[src/rtl/chs_pkg.sv]
package chs_pkg;
  localparam int DRV_W  = 3;
  localparam int HEAD_W = 5;
  localparam int SEC_W  = 6;
  localparam int CYL_W  = 10;
  localparam int CNT_W  = 8;
  localparam int BYTE_W = 8;
  localparam int CMD_BYTES = 5;
  localparam int PART_W = CYL_W + HEAD_W;
  localparam int LIN_W  = PART_W + SEC_W;

  localparam logic [BYTE_W-1:0] OPC_VENDOR_MIN   = 8'hF0;
  localparam logic [BYTE_W-1:0] ERR_CODE_NONE    = 8'h00;
  localparam logic [BYTE_W-1:0] ERR_CODE_ILLEGAL = 8'h21;
  localparam logic [BYTE_W-1:0] ERR_CODE_SEEK    = 8'h15;

  typedef struct packed {
    logic [CYL_W-1:0]  cyls;
    logic [HEAD_W-1:0] heads;
    logic [SEC_W-1:0]  spt;
  } geom_t;

  typedef struct packed {
    logic [DRV_W-1:0]  drive;
    logic [HEAD_W-1:0] head;
    logic [SEC_W-1:0]  sector;
    logic [CYL_W-1:0]  cyl;
    logic [CNT_W-1:0]  count;
  } chs_t;

  // Highest valid cylinder; an unconfigured drive (zero cylinders) pins to 0.
  function automatic logic [CYL_W-1:0] last_cyl(input logic [CYL_W-1:0] cyls);
    return (cyls == '0) ? '0 : cyls - {{(CYL_W-1){1'b0}}, 1'b1};
  endfunction

  function automatic logic out_of_range(input chs_t p, input geom_t g);
    return (p.head >= g.heads) || (p.sector >= g.spt);
  endfunction
endpackage

[src/rtl/chs_decode.sv]
module chs_decode
  import chs_pkg::*;
(
  input  logic [CMD_BYTES*BYTE_W-1:0] cmd_bytes,
  input  logic                        offset_en,
  input  geom_t                       geom,
  output chs_t                        chs,
  output logic                        addr_bad,
  output logic                        seek_bad
);
  logic [BYTE_W-1:0] opc, b1, b2, b3, b4;
  logic [CYL_W:0]    cyl_ext;
  logic              vendor_op;

  assign opc = cmd_bytes[0*BYTE_W +: BYTE_W];
  assign b1  = cmd_bytes[1*BYTE_W +: BYTE_W];
  assign b2  = cmd_bytes[2*BYTE_W +: BYTE_W];
  assign b3  = cmd_bytes[3*BYTE_W +: BYTE_W];
  assign b4  = cmd_bytes[4*BYTE_W +: BYTE_W];

  always_comb begin
    vendor_op = offset_en && (opc >= OPC_VENDOR_MIN);
    if (vendor_op)
      cyl_ext = '0;
    else
      cyl_ext = {1'b0, b2[7:6], b3} + {{CYL_W{1'b0}}, offset_en};
    seek_bad   = cyl_ext >= {1'b0, geom.cyls};
    chs.drive  = b1[7:5];
    chs.head   = b1[4:0];
    chs.sector = b2[5:0];
    chs.cyl    = seek_bad ? last_cyl(geom.cyls) : cyl_ext[CYL_W-1:0];
    chs.count  = b4;
    addr_bad   = out_of_range(chs, geom);
  end
endmodule

[src/rtl/chs_stepper.sv]
module chs_stepper
  import chs_pkg::*;
(
  input  chs_t  cur,
  input  geom_t geom,
  output chs_t  nxt,
  output logic  addr_bad
);
  logic [SEC_W:0]  sec_inc;
  logic [HEAD_W:0] head_inc;
  logic [CYL_W:0]  cyl_inc;

  always_comb begin
    sec_inc  = {1'b0, cur.sector} + {{SEC_W{1'b0}}, 1'b1};
    head_inc = {1'b0, cur.head} + {{HEAD_W{1'b0}}, 1'b1};
    cyl_inc  = {1'b0, cur.cyl} + {{CYL_W{1'b0}}, 1'b1};
    nxt = cur;
    if (sec_inc >= {1'b0, geom.spt}) begin
      nxt.sector = '0;
      if (head_inc >= {1'b0, geom.heads}) begin
        nxt.head = '0;
        if (cyl_inc >= {1'b0, geom.cyls})
          nxt.cyl = last_cyl(geom.cyls);
        else
          nxt.cyl = cyl_inc[CYL_W-1:0];
      end else begin
        nxt.head = head_inc[HEAD_W-1:0];
      end
    end else begin
      nxt.sector = sec_inc[SEC_W-1:0];
    end
    nxt.count = (cur.count == '0) ? '0 : cur.count - {{(CNT_W-1){1'b0}}, 1'b1};
    addr_bad  = out_of_range(nxt, geom);
  end
endmodule

[src/rtl/chs_addr_pipe.sv]
module chs_addr_pipe
  import chs_pkg::*;
(
  input  logic             clk,
  input  logic             rst_n,
  input  logic             start,
  input  chs_t             pos,
  input  geom_t            geom,
  output logic [LIN_W-1:0] lin,
  output logic             done,
  output logic             stage_busy
);
  logic [PART_W-1:0] part_q;
  logic              mid_q;
  logic              done_q;
  logic [LIN_W-1:0]  lin_q;

  function automatic logic [PART_W-1:0] track_index(
    input logic [CYL_W-1:0] c, input logic [HEAD_W-1:0] nh, input logic [HEAD_W-1:0] h);
    return PART_W'(c) * PART_W'(nh) + PART_W'(h);
  endfunction

  function automatic logic [LIN_W-1:0] sector_index(
    input logic [PART_W-1:0] t, input logic [SEC_W-1:0] ns, input logic [SEC_W-1:0] s);
    return LIN_W'(t) * LIN_W'(ns) + LIN_W'(s);
  endfunction

  always_ff @(posedge clk) begin
    if (!rst_n) begin
      part_q <= '0;
      mid_q  <= 1'b0;
      done_q <= 1'b0;
      lin_q  <= '0;
    end else begin
      mid_q  <= start;
      done_q <= mid_q;
      if (start) part_q <= track_index(pos.cyl, geom.heads, pos.head);
      if (mid_q) lin_q  <= sector_index(part_q, geom.spt, pos.sector);
    end
  end

  assign lin        = lin_q;
  assign done       = done_q;
  assign stage_busy = mid_q;
endmodule

[src/rtl/chs_geom_bank.sv]
module chs_geom_bank
  import chs_pkg::*;
#(
  parameter int NUM_DRIVES = 2,
  parameter int DEF_CYLS   = 306,
  parameter int DEF_HEADS  = 4,
  parameter int DEF_SPT    = 17
) (
  input  logic             clk,
  input  logic             rst_n,
  input  logic             wr_en,
  input  logic [DRV_W-1:0] wr_drive,
  input  geom_t            wr_geom,
  input  logic [DRV_W-1:0] rd_drive,
  output geom_t            rd_geom
);
  localparam geom_t GEOM_RESET = '{cyls:  CYL_W'(DEF_CYLS),
                                   heads: HEAD_W'(DEF_HEADS),
                                   spt:   SEC_W'(DEF_SPT)};
  geom_t regs [NUM_DRIVES];

  for (genvar d = 0; d < NUM_DRIVES; d++) begin : g_drive
    always_ff @(posedge clk) begin
      if (!rst_n)
        regs[d] <= GEOM_RESET;
      else if (wr_en && (wr_drive == DRV_W'(d)))
        regs[d] <= wr_geom;
    end
  end

  always_comb begin
    rd_geom = '0;
    for (int d = 0; d < NUM_DRIVES; d++)
      if (rd_drive == DRV_W'(d)) rd_geom = regs[d];
  end
endmodule

[src/rtl/chs_sequencer.sv]
module chs_sequencer
  import chs_pkg::*;
#(
  parameter int NUM_DRIVES = 2,
  parameter int DEF_CYLS   = 306,
  parameter int DEF_HEADS  = 4,
  parameter int DEF_SPT    = 17
) (
  input  logic                        clk,
  input  logic                        rst_n,
  input  logic                        cyl_offset_en,
  input  logic                        cfg_we,
  input  logic [DRV_W-1:0]            cfg_drive,
  input  logic [CYL_W-1:0]            cfg_cyls,
  input  logic [HEAD_W-1:0]           cfg_heads,
  input  logic [SEC_W-1:0]            cfg_spt,
  input  logic                        cmd_valid,
  input  logic [CMD_BYTES*BYTE_W-1:0] cmd_bytes,
  input  logic                        step,
  output logic                        busy,
  output logic                        done,
  output logic [LIN_W-1:0]            lin_addr,
  output logic [DRV_W-1:0]            cur_drive,
  output logic [HEAD_W-1:0]           cur_head,
  output logic [SEC_W-1:0]            cur_sector,
  output logic [CYL_W-1:0]            cur_cyl,
  output logic [CNT_W-1:0]            xfer_count,
  output logic                        addr_err,
  output logic                        seek_err,
  output logic [BYTE_W-1:0]           err_code
);
  // Named events for the checker.
  logic  cmd_go, step_go, go_q, pipe_busy;
  geom_t sel_geom, act, cfg_geom;
  chs_t  cur, dec_chs, step_chs;
  logic  dec_addr_bad, dec_seek_bad, step_addr_bad;
  logic  addr_err_q, seek_err_q;

  assign cfg_geom = '{cyls: cfg_cyls, heads: cfg_heads, spt: cfg_spt};
  assign cmd_go   = cmd_valid && !busy;
  assign step_go  = step && !busy && !cmd_valid;
  assign busy     = go_q || pipe_busy;

  chs_geom_bank #(
    .NUM_DRIVES(NUM_DRIVES), .DEF_CYLS(DEF_CYLS),
    .DEF_HEADS(DEF_HEADS), .DEF_SPT(DEF_SPT)
  ) i_bank (
    .clk(clk), .rst_n(rst_n), .wr_en(cfg_we), .wr_drive(cfg_drive),
    .wr_geom(cfg_geom), .rd_drive(cmd_bytes[BYTE_W+5 +: DRV_W]),
    .rd_geom(sel_geom)
  );

  chs_decode i_dec (
    .cmd_bytes(cmd_bytes), .offset_en(cyl_offset_en), .geom(sel_geom),
    .chs(dec_chs), .addr_bad(dec_addr_bad), .seek_bad(dec_seek_bad)
  );

  chs_stepper i_step (
    .cur(cur), .geom(act), .nxt(step_chs), .addr_bad(step_addr_bad)
  );

  chs_addr_pipe i_pipe (
    .clk(clk), .rst_n(rst_n), .start(go_q), .pos(cur), .geom(act),
    .lin(lin_addr), .done(done), .stage_busy(pipe_busy)
  );

  always_ff @(posedge clk) begin
    if (!rst_n) begin
      go_q       <= 1'b0;
      cur        <= '0;
      act        <= '0;
      addr_err_q <= 1'b0;
      seek_err_q <= 1'b0;
    end else begin
      go_q <= cmd_go || step_go;
      if (cmd_go) begin
        cur        <= dec_chs;
        act        <= sel_geom;
        addr_err_q <= dec_addr_bad;
        seek_err_q <= dec_seek_bad;
      end else if (step_go) begin
        cur        <= step_chs;
        addr_err_q <= step_addr_bad;
        seek_err_q <= 1'b0;
      end
    end
  end

  always_comb begin
    if (addr_err_q)      err_code = ERR_CODE_ILLEGAL;
    else if (seek_err_q) err_code = ERR_CODE_SEEK;
    else                 err_code = ERR_CODE_NONE;
  end

  assign cur_drive  = cur.drive;
  assign cur_head   = cur.head;
  assign cur_sector = cur.sector;
  assign cur_cyl    = cur.cyl;
  assign xfer_count = cur.count;
  assign addr_err   = addr_err_q;
  assign seek_err   = seek_err_q;
endmodule

[config.mk]
export PLATFORM = sky130hd
export DESIGN_NAME = chs_sequencer
export DESIGN_NICKNAME = d
export VERILOG_FILES = /design/src/rtl/chs_pkg.sv /design/src/rtl/chs_decode.sv /design/src/rtl/chs_stepper.sv /design/src/rtl/chs_addr_pipe.sv /design/src/rtl/chs_geom_bank.sv /design/src/rtl/chs_sequencer.sv
export SDC_FILE = /design/constraint.sdc
export NUM_CORES = 1
export LEC_CHECK = 0
export BUFFER_PORTS_ARGS = -buffer_cell sky130_fd_sc_hd__buf_2
export CAP_MARGIN = 20
export CELL_PAD_IN_SITES_DETAIL_PLACEMENT = 1
export CELL_PAD_IN_SITES_GLOBAL_PLACEMENT = 2
export CORE_MARGIN = 10
export CORE_UTILIZATION = 38
export DETAILED_ROUTE_END_ITERATION = 10
export PLACE_DENSITY_LB_ADDON = 0.15
export SLEW_MARGIN = 20
export SYNTH_ARGS = -nofsm -noshare
export SYNTH_HDL_FRONTEND = slang
export SYNTH_SLANG_ARGS = --single-unit
[constraint.sdc]
create_clock -name clk -period 5.5 [get_ports clk]
set_input_delay 0.55 -clock clk [delete_from_list [all_inputs] [get_ports clk]]
set_output_delay 0.55 -clock clk [all_outputs]
set_load 0.02 [all_outputs]
==> results.sh, run 1 <==
export IMPL_max_vdd_ir_drop_uv=223
export IMPL_pwr_share_clk_pct=37.4
export IMPL_initial_core_util_pct=38.6
export IMPL_rr_endpoint="i_pipe.lin[18]"
export IMPL_crit_path_max_fanout=7
export IMPL_final_common_cell="and2_1"
export IMPL_grt_pass1_vias=11001
export IMPL_synthSimpleGateAreaFrac_pct=21.4
export IMPL_intPower_mw=2.17
export IMPL_cts_path_max_buffers=2
export IMPL_postPlaceCellArea_mm2=0.0136
export IMPL_final_cell_mix="171 x and2_1, 137 x ha_1, 126 x buf_2"
export IMPL_worstPathRequired_ns=5.85
export IMPL_synthArstFlopShare_pct=0
export IMPL_overflow=0
export IMPL_setup_violations=0
export IMPL_p_leak_nw=6.59
export IMPL_worst_hold_path_endpoint="xfer_count[5]"
export IMPL_cts_reportedPaths_clkPinSlew_ns=0.07
export IMPL_dieHeight_um=202
export IMPL_final_layout_size_suffix_gt1_share_pct=13.1
export IMPL_cts_tree="done"
export IMPL_ant_nets=0
export IMPL_ys_seq_area_share_pct=25.1
export IMPL_post_cts_buffers=0
export IMPL_switchingPower_mw=1.16
export IMPL_power_frac_comb_pct=26.5
export IMPL_skew_ns=0.0181
export IMPL_drtPass1Iterations=4
export IMPL_min_period_over_period_pct=90.4
export IMPL_max_cap_violations=0
export IMPL_timing_rr_start="i_pipe.part_q[3]"
export IMPL_synth_top_family_by_area="adder cells"
export IMPL_ctsResizeCount=0
export IMPL_fin_area_mm2=0.0142
export IMPL_power_frac_seq_pct=36.1
export IMPL_syn_cell_area_mm2=0.0125
export IMPL_syn_inst=1395
export IMPL_setup_tns_ns=0
export IMPL_synth_compound_area_share_pct=12.6
export IMPL_report_final_slew_viol_count=0
export IMPL_antenna_found_initial=6
export IMPL_die_x_um=202
export IMPL_portBuffers=126
export IMPL_synth_area_leaders="dfxtp_1 15%, ha_1 14%, fa_1 14%"
export IMPL_syn_area_per_cell_um2=8.99
export IMPL_r2r_setup_slack_ns=0.53
export IMPL_area_delta_synth_final_pct=13.4
export IMPL_place_hpwl_mm=29.3
export IMPL_drc=0
export IMPL_period_needed_ns=4.97
export IMPL_relSlewSlack_pct=32.0
export IMPL_synth_yosys_warnings=0
export IMPL_grt_use_total_pct=18.0
export IMPL_cts_root_buf="clkbuf_16"
export IMPL_synthMuxAreaShare_pct=4.18
export IMPL_grt_max_degree=41
export IMPL_netlist_top_cell_by_area="dfxtp_1"
export IMPL_grt_pass1_wl_mm=59.1
export IMPL_synthAdderAreaFrac_pct=27.2
export IMPL_route_vias_total=10176
export IMPL_io_pins=135
export IMPL_critPathLaunchType="flip-flop"
export IMPL_avgRoutedWirePerCell_um=18.5
export IMPL_core_area_mm2=0.0325
export IMPL_switching_share_pct=34.8
export IMPL_htreeDepth=4
export IMPL_fmax_mhz=201
export IMPL_worstHoldPathType="primary input to flip-flop"
export IMPL_crit_type="flip-flop to flip-flop"
export IMPL_yosysTopAreaCellShare_pct=15.0
export IMPL_min_from="cmd_bytes[37]"
export IMPL_via_per_inst=5.21
export IMPL_ys_types=71
export IMPL_worstMarginPinSlew_ns=1.01
export IMPL_endpoint_kind="flip-flop"
export IMPL_nets=1788
export IMPL_die_area_mm2=0.0407
export IMPL_ys_seq_elements=136
export IMPL_crit_arrival_ns=5.32
export IMPL_status="complete, no violations"
export IMPL_synth_top_flop_cell="dfxtp_1"
export IMPL_hold_violations=0
export IMPL_num_rows=66
export IMPL_synth_xor_area_share_pct=3.84
export IMPL_hold_buffers=0
export IMPL_power_density_mw_per_mm2=234
export IMPL_hold_depth=3
export IMPL_clk_latency_ns=0.46
export IMPL_gp_congestion=0.816
export IMPL_drt_wl_total_mm=36.2
export IMPL_drtIter0Drc=330
export IMPL_synth_edf_count=42
export IMPL_rr_worst_depth=18
export IMPL_clock_sinks=136
export IMPL_rsz0062_at_grt="no"
export IMPL_nFillCells=3876
export IMPL_cts_made_buffers=17
## synthesized netlist by cell type (7+ instances only)
cell type	instances
mux2i_1	40
or3_1	17
a221o_1	7
a21o_1	14
edfxtp_1	42
dfxtp_1	94
nand3b_1	9
xor2_1	20
nand2b_1	16
and2_1	171
a21oi_1	77
o21a_1	9
xnor2_1	35
a211oi_1	13
nand2_1	116
ha_1	137
nor3_1	16
inv_1	107
fa_1	85
and3_1	10
nand3_1	27
clkbuf_1	50
nor2_1	102
nor2b_1	9
mux2_2	11
o21ai_0	41
## area by class of cell
cell class	instances	area, um^2	area share, %
Multi-Input combinational cell	1088	8720	61.3
Antenna cell	4	10.0	0.0704
Timing Repair Buffer	146	781	5.49
Clock inverter	14	185	1.30
Clock buffer	18	429	3.02
Tap cell	442	553	3.89
Sequential cell	136	3140	22.1
Inverter	107	402	2.82
## sequential cells by signal (all words and copies together) (netlist names)
signal,flops
go_q,1
cur_drive,3
xfer_count,8
addr_err,1
i_pipe.lin,21
i_pipe.part_q,15
cur_sector,6
i_pipe.done,1
i_bank.regs,42
cur_cyl,10
seek_err,1
cur_head,5
act,21
i_pipe.stage_busy,1
## stage by stage
stage / cells / setup WS, ns / hold WS, ns / util [%] / power (mW)
detailed placement: 1919 / 0.478 / 0.440 / 41.8 / 2.12
global route: 1951 / 0.303 / 0.340 / 43.7 / 3.53
finish: 1955 / 0.527 / 0.337 / 43.7 / 3.33
floorplan: 1398 / 0.691 / 0.436 / - / 1.81
global placement: 1919 / 0.569 / 0.432 / 41.8 / 2.10
CTS: 1951 / 0.466 / 0.317 / 43.7 / 3.38
## critical path, stage by stage (launching register included)
cell and delay [ns]:
dfxtp_1 0.37, and2_1 0.18, fa_1 0.53, inv_1 0.05, fa_1 0.48, inv_1 0.05, fa_1 0.53, inv_1 0.05
fa_1 0.49, inv_1 0.04, ha_1 0.33, nor2b_1 0.16, o31ai_1 0.31, buf_4 0.19, a2111oi_0 0.08, buf_4 0.17
o311ai_0 0.42, mux2i_1 0.15, a211o_1 0.28
## power by group through the flow
stage	clock network [mW]	logic (mW)	registers, mW
2_1_floorplan	0	0.590	1.22
3_3_place_gp	0	0.876	1.23
3_5_place_dp	0	0.891	1.23
4_1_cts	1.28	0.895	1.21
5_1_grt	1.31	0.996	1.22
6_report	1.25	0.882	1.20
## logic make-up after synthesis
group                      count (synthesis)
and+or+nand+nor                          519
AOI/OAI and AO/OA                        237
adders and majority gates                222
buffers and inverters                    174
DFF                                      136
xor gates and xnor gates                  55
muxes                                     51
other                                      1
## metal layers
metal	share of wire [%]	global-route usage (%)
met3	3.5	3.95
met1	45	21.3
met4	1.2	4.48
met2	50	32.0
met5	0.072	0
## worst max-delay path by stage
stage | slack [ns] | startpoint | endpoint | cells after the start
final | 0.53 | i_pipe.part_q[3] | i_pipe.lin[18] | 18
after global routing | 0.30 | i_pipe.part_q[1] | i_pipe.lin[18] | 17
after CTS | 0.47 | i_pipe.part_q[0] | i_pipe.lin[18] | 17
after detailed placement | 0.48 | i_pipe.part_q[0] | i_pipe.lin[18] | 17
after global placement | 0.57 | i_pipe.part_q[0] | i_pipe.lin[18] | 17
after floorplan | 0.69 | act[5] | i_pipe.lin[18] | 16
No activity file was read; power rests on OpenSTA's default activity.
==> run 2: changes to the inputs <==
--- a/config.mk
+++ b/config.mk
@@ -13,6 +13,7 @@
 export CORE_UTILIZATION = 38
 export DETAILED_ROUTE_END_ITERATION = 10
 export PLACE_DENSITY_LB_ADDON = 0.15
+export RECOVER_POWER = 50
 export SLEW_MARGIN = 20
 export SYNTH_ARGS = -nofsm -noshare
 export SYNTH_HDL_FRONTEND = slang
==> run 2 against run 1 <==
The run now ends with max-capacitance violations, max-slew violations left. Clock-buffer cell count did not move. First-iteration DRC count down 8.5%. Critical path depth is the same. Core utilization fell by 0.31 points. Hold slack better by 0.00065 ns. Via count stayed put. Non-clock buffer count did not move. Final area down 0.70%. Combinational power is 2% lower.
==> results.sh, run 2 (synthesized netlist as in run 1, its figures left out) <==
export IMPL_area_delta_synth_final_pct=12.6
export IMPL_top_usage_layer="met2"
export IMPL_num_rows=66
export IMPL_cts_reportedPaths_clkPinSlew_ns=0.07
export IMPL_ctsResizeCount=0
export IMPL_dieHeight_um=202
export IMPL_worstMarginPinSlew_ns=3.04
export IMPL_top_register="i_bank.regs"
export IMPL_use_met1_pct=21.3
export IMPL_stdcell_count=1955
export IMPL_min_period_over_period_pct=90.7
export IMPL_die_area_mm2=0.0407
export IMPL_cts_root_buf="clkbuf_16"
export IMPL_crit_type="flip-flop to flip-flop"
export IMPL_cts_tree="done"
export IMPL_crit_arrival_ns=5.33
export IMPL_dp_cells=1919
export IMPL_hold_violations=0
export IMPL_report_final_slew_viol_count=94
export IMPL_setup_violations=0
export IMPL_cts_made_buffers=17
export IMPL_critPathLaunchType="flip-flop"
export IMPL_regArea_mm2=0.00314
export IMPL_antenna_found_initial=6
export IMPL_worstHoldPathType="primary input to flip-flop"
export IMPL_multi_input_area_mm2=0.00871
export IMPL_place_hpwl_mm=29.3
export IMPL_clk_latency_ns=0.46
export IMPL_period_needed_ns=4.99
export IMPL_initial_core_util_pct=38.6
export IMPL_violations="max-capacitance violations, max-slew violations"
export IMPL_setup_ws_ns=0.512
export IMPL_final_common_cell="and2_1"
export IMPL_fmax_mhz=200
export IMPL_skew_ns=0.0173
export IMPL_portBuffers=126
export IMPL_ant_nets=0
export IMPL_dp_slack_ns=0.478
export IMPL_p_total_mw=3.32
export IMPL_grt_max_degree=41
export IMPL_cts_path_max_buffers=2
export IMPL_die_x_um=202
export IMPL_htreeDepth=4
export IMPL_nFillCells=3901
export IMPL_grt_pass1_wl_mm=59.1
export IMPL_route_vias_total=10176
export IMPL_grt_use_total_pct=18.0
export IMPL_setup_tns_ns=0
export IMPL_power_density_mw_per_mm2=235
export IMPL_postPlaceCellArea_mm2=0.0136
export IMPL_hold_buffers=0
export IMPL_crit_path_max_fanout=7
export IMPL_grt_pass1_vias=11001
export IMPL_largest_reg_flops=42
export IMPL_nets=1788
export IMPL_use_met2_pct=32.0
export IMPL_drt_wl_total_mm=36.2
export IMPL_drtPass1Iterations=5
export IMPL_via_per_inst=5.21
export IMPL_max_cap_violations=3
export IMPL_endpoint_kind="flip-flop"
export IMPL_drc=0
export IMPL_final_cell_mix="159 x and2_1, 137 x ha_1, 115 x nand2_1"
export IMPL_worstPathRequired_ns=5.85
export IMPL_clock_sinks=136
export IMPL_max_vdd_ir_drop_uv=222
export IMPL_rsz0062_at_grt="no"
export IMPL_io_pins=135
export IMPL_final_layout_size_suffix_gt1_share_pct=8.81
export IMPL_core_area_mm2=0.0325
export IMPL_relSlewSlack_pct=-105
export IMPL_avgRoutedWirePerCell_um=18.5
export IMPL_p_leak_nw=6.32
export IMPL_drtIter0Drc=302
export IMPL_status="finished, violations left"
export IMPL_use_met3_pct=3.95
export IMPL_overflow=0
export IMPL_post_cts_buffers=0
export IMPL_fin_area_mm2=0.0141
export IMPL_gp_congestion=0.816
## run 2: cell count changes in the layout (fill, tap and decap cells not counted)
cell / previous run / this run
and2_0: 0 / 12
and2_1: 171 / 159
buf_2: 126 / 67
buf_4: 20 / 16
clkbuf_1: 1 / 64
inv_1: 106 / 107
inv_2: 1 / 0
o21ai_0: 40 / 41
o21ai_4: 1 / 0
## run 2: through the flow
step / util, % / hold WS, ns
5_1_grt: 43.4 / 0.340
3_3_place_gp: 41.8 / 0.432
2_1_floorplan: - / 0.436
3_5_place_dp: 41.8 / 0.440
4_1_cts: 43.7 / 0.317
6_report: 43.4 / 0.338
## run 2: area by class of cell
cell class	instances	area share, %
Clock inverter	14	1.31
Tap cell	442	3.92
Antenna cell	4	0.0709
Timing Repair Buffer	146	4.90
Sequential cell	136	22.3
Clock buffer	18	3.04
Inverter	107	2.84
Multi-Input combinational cell	1088	61.7
## run 2: power by group
part | internal [mW] | leakage, nW | switching (mW) | total, mW
Combinational | 0.330 | 4.85 | 0.537 | 0.868
Clock | 0.726 | 0.296 | 0.524 | 1.25
Sequential | 1.10 | 1.18 | 0.103 | 1.21
Total | 2.16 | 6.32 | 1.16 | 3.32
## run 2: critical path: stages, from the launching register on
cell and delay (ns):
dfxtp_1 0.37, and2_1 0.18, fa_1 0.53, inv_1 0.05, fa_1 0.48, inv_1 0.05
fa_1 0.53, inv_1 0.05, fa_1 0.49, inv_1 0.04, ha_1 0.33, nor2b_1 0.16
o31ai_1 0.30, buf_4 0.19, a2111oi_0 0.08, buf_4 0.16, o311ai_0 0.44, mux2i_1 0.15
a211o_1 0.28
## run 2: final timing paths
check	startpoint	to	slack [ns]	cells past startpoint
setup / recovery	i_pipe.part_q[3]	i_pipe.lin[18]	0.51	18
setup reg to reg	i_pipe.part_q[3]	i_pipe.lin[18]	0.51	18
hold reg to reg	i_pipe.lin[19]	i_pipe.lin[19]	0.45	2
hold / removal	cmd_bytes[37]	xfer_count[5]	0.34	3
## run 2: metal layers
metal	routed length [um]	share of wire (%)	up-vias
li1	-	-	4999
met1	16000	44	5017
met2	18300	51	126
met3	1340	3.7	30
met4	469	1.3	4
met5	26	0.072	-
==> run 3: changes to the inputs <==
--- a/config.mk
+++ b/config.mk
@@ -10,7 +10,7 @@
 export CELL_PAD_IN_SITES_DETAIL_PLACEMENT = 1
 export CELL_PAD_IN_SITES_GLOBAL_PLACEMENT = 2
 export CORE_MARGIN = 10
-export CORE_UTILIZATION = 38
+export CORE_UTILIZATION = 41
 export DETAILED_ROUTE_END_ITERATION = 10
 export PLACE_DENSITY_LB_ADDON = 0.15
 export RECOVER_POWER = 50
==> constraint.sdc (replaced) <==
create_clock -name clk -period 5.8 [get_ports clk]
set_input_delay 0.58 -clock clk [delete_from_list [all_inputs] [get_ports clk]]
set_output_delay 0.58 -clock clk [all_outputs]
set_load 0.02 [all_outputs]
==> run 3 against run 2 <==
The flow still finishes with violations (max-capacitance violations, max-slew violations). Fmax is 5.0% lower. Register-to-register slack better by 0.04 ns. Clock power is 6% lower. Core utilization is 3.6 points higher. Sequential power is 5% lower. Flip-flop and latch count stayed put. Sequential share of layout area is 0.10 points higher. Non-clock buffer count is 1 higher. Routed wire length is 1.6% higher. Hold slack better by 0.034 ns. Critical path depth is 1 lower. First-iteration DRC count is 10% higher.
==> results.sh, run 3 (synthesized netlist as in run 1, its figures left out) <==
export IMPL_place_hpwl_mm=29.1
export IMPL_worstHoldPathType="primary input to flip-flop"
export IMPL_crit_type="flip-flop to flip-flop"
export IMPL_postPlaceCellArea_mm2=0.0135
export IMPL_critPathLaunchType="flip-flop"
export IMPL_die_x_um=195
export IMPL_gp_congestion=0.869
export IMPL_final_cell_mix="162 x and2_1, 137 x ha_1, 116 x nand2_1"
export IMPL_antenna_found_initial=5
export IMPL_worstPathRequired_ns=6.14
export IMPL_overflow=0
export IMPL_crit_path_max_fanout=7
export IMPL_p_total_mw=3.16
export IMPL_cts_path_max_buffers=2
export IMPL_route_vias_total=10214
export IMPL_skew_ns=0.0143
export IMPL_hold_violations=0
export IMPL_setup_violations=0
export IMPL_worstMarginPinSlew_ns=1.91
export IMPL_drtIter0Drc=333
export IMPL_cts_reportedPaths_clkPinSlew_ns=0.07
export IMPL_clk_latency_ns=0.45
export IMPL_final_layout_size_suffix_gt1_share_pct=8.61
export IMPL_hold_buffers=0
export IMPL_fmax_mhz=190
export IMPL_grt_max_degree=36
export IMPL_cts_made_buffers=17
export IMPL_htreeDepth=4
export IMPL_setup_tns_ns=0
export IMPL_fin_area_mm2=0.0141
export IMPL_io_pins=135
export IMPL_crit_arrival_ns=5.59
export IMPL_die_area_mm2=0.0380
export IMPL_grt_pass1_vias=10907
export IMPL_post_cts_buffers=0
export IMPL_cts_root_buf="clkbuf_16"
export IMPL_largest_reg_flops=42
export IMPL_drc=0
export IMPL_clock_sinks=136
export IMPL_drt_wl_total_mm=36.7
export IMPL_dieHeight_um=195
export IMPL_setup_ws_ns=0.547
export IMPL_ctsResizeCount=0
export IMPL_grt_use_total_pct=19.3
export IMPL_initial_core_util_pct=42.0
export IMPL_ant_nets=0
export IMPL_violations="max-capacitance violations, max-slew violations"
export IMPL_final_util_pct=47.1
export IMPL_cts_tree="done"
export IMPL_avgRoutedWirePerCell_um=19.3
export IMPL_dp_cells=1868
export IMPL_core_area_mm2=0.0299
export IMPL_area_delta_synth_final_pct=12.1
export IMPL_period_needed_ns=5.25
export IMPL_holdWs_ns=0.372
export IMPL_endpoint_kind="flip-flop"
export IMPL_rsz0062_at_grt="no"
export IMPL_portBuffers=126
export IMPL_status="finished, violations left"
export IMPL_p_leak_nw=6.33
export IMPL_via_per_inst=5.36
export IMPL_stdcell_count=1904
export IMPL_final_common_cell="and2_1"
export IMPL_power_density_mw_per_mm2=224
export IMPL_drtPass1Iterations=7
export IMPL_num_rows=63
export IMPL_max_cap_violations=2
export IMPL_nets=1789
export IMPL_grt_pass1_wl_mm=59.8
export IMPL_max_vdd_ir_drop_uv=194
export IMPL_relSlewSlack_pct=-27.6
export IMPL_top_register="i_bank.regs"
export IMPL_min_period_over_period_pct=90.6
export IMPL_report_final_slew_viol_count=69
export IMPL_dp_slack_ns=0.550
==> run 3: report_power, final <==
group          switching, mW  total (mW)  internal [mW]
sequential             0.106        1.15           1.05
combinational          0.507       0.823          0.316
clock                  0.491        1.18          0.690
total                   1.10        3.16           2.05
==> run 3: path summary, 6_finish.rpt <==
| check | from | to | slack [ns] | cells past startpoint |
|---|---|---|---|---|
| max reg2reg | i_pipe.part_q[2] | i_pipe.lin[18] | 0.55 | 17 |
| min | cmd_bytes[37] | xfer_count[5] | 0.37 | 3 |
| min reg2reg | act[19] | act[19] | 0.46 | 2 |
| max | i_pipe.part_q[2] | i_pipe.lin[18] | 0.55 | 17 |
==> run 3: critical path: stages, from the launching register on <==
cell       delay, ns
dfxtp_1         0.45
nand2_1         0.13
fa_1            0.50
fa_1            0.56
inv_1           0.06
fa_1            0.53
inv_1           0.05
fa_1            0.49
inv_1           0.04
ha_1            0.32
nand3_1         0.08
nor2_1          0.13
o31ai_1         0.10
buf_4           0.16
a2111oi_0       0.78
o311ai_0        0.28
mux2i_1         0.19
a211o_1         0.28
==> run 3: layout make-up <==
class,count,area (um^2)
Fill cell,3562,15800
Clock inverter,14,188
Clock buffer,18,429
Antenna cell,4,10.0
Inverter,107,402
Timing Repair Buffer,147,691
Sequential cell,136,3140
Multi-Input combinational cell,1088,8710
Tap cell,390,488
==> run 3: metal layers <==
metal	vias to the layer above	track usage (%)	wire, um
met5	-	0	26
met4	4	3.97	407
met3	28	4.34	1240
met2	122	33.3	18200
met1	5066	24.1	16800
li1	4994	-	-
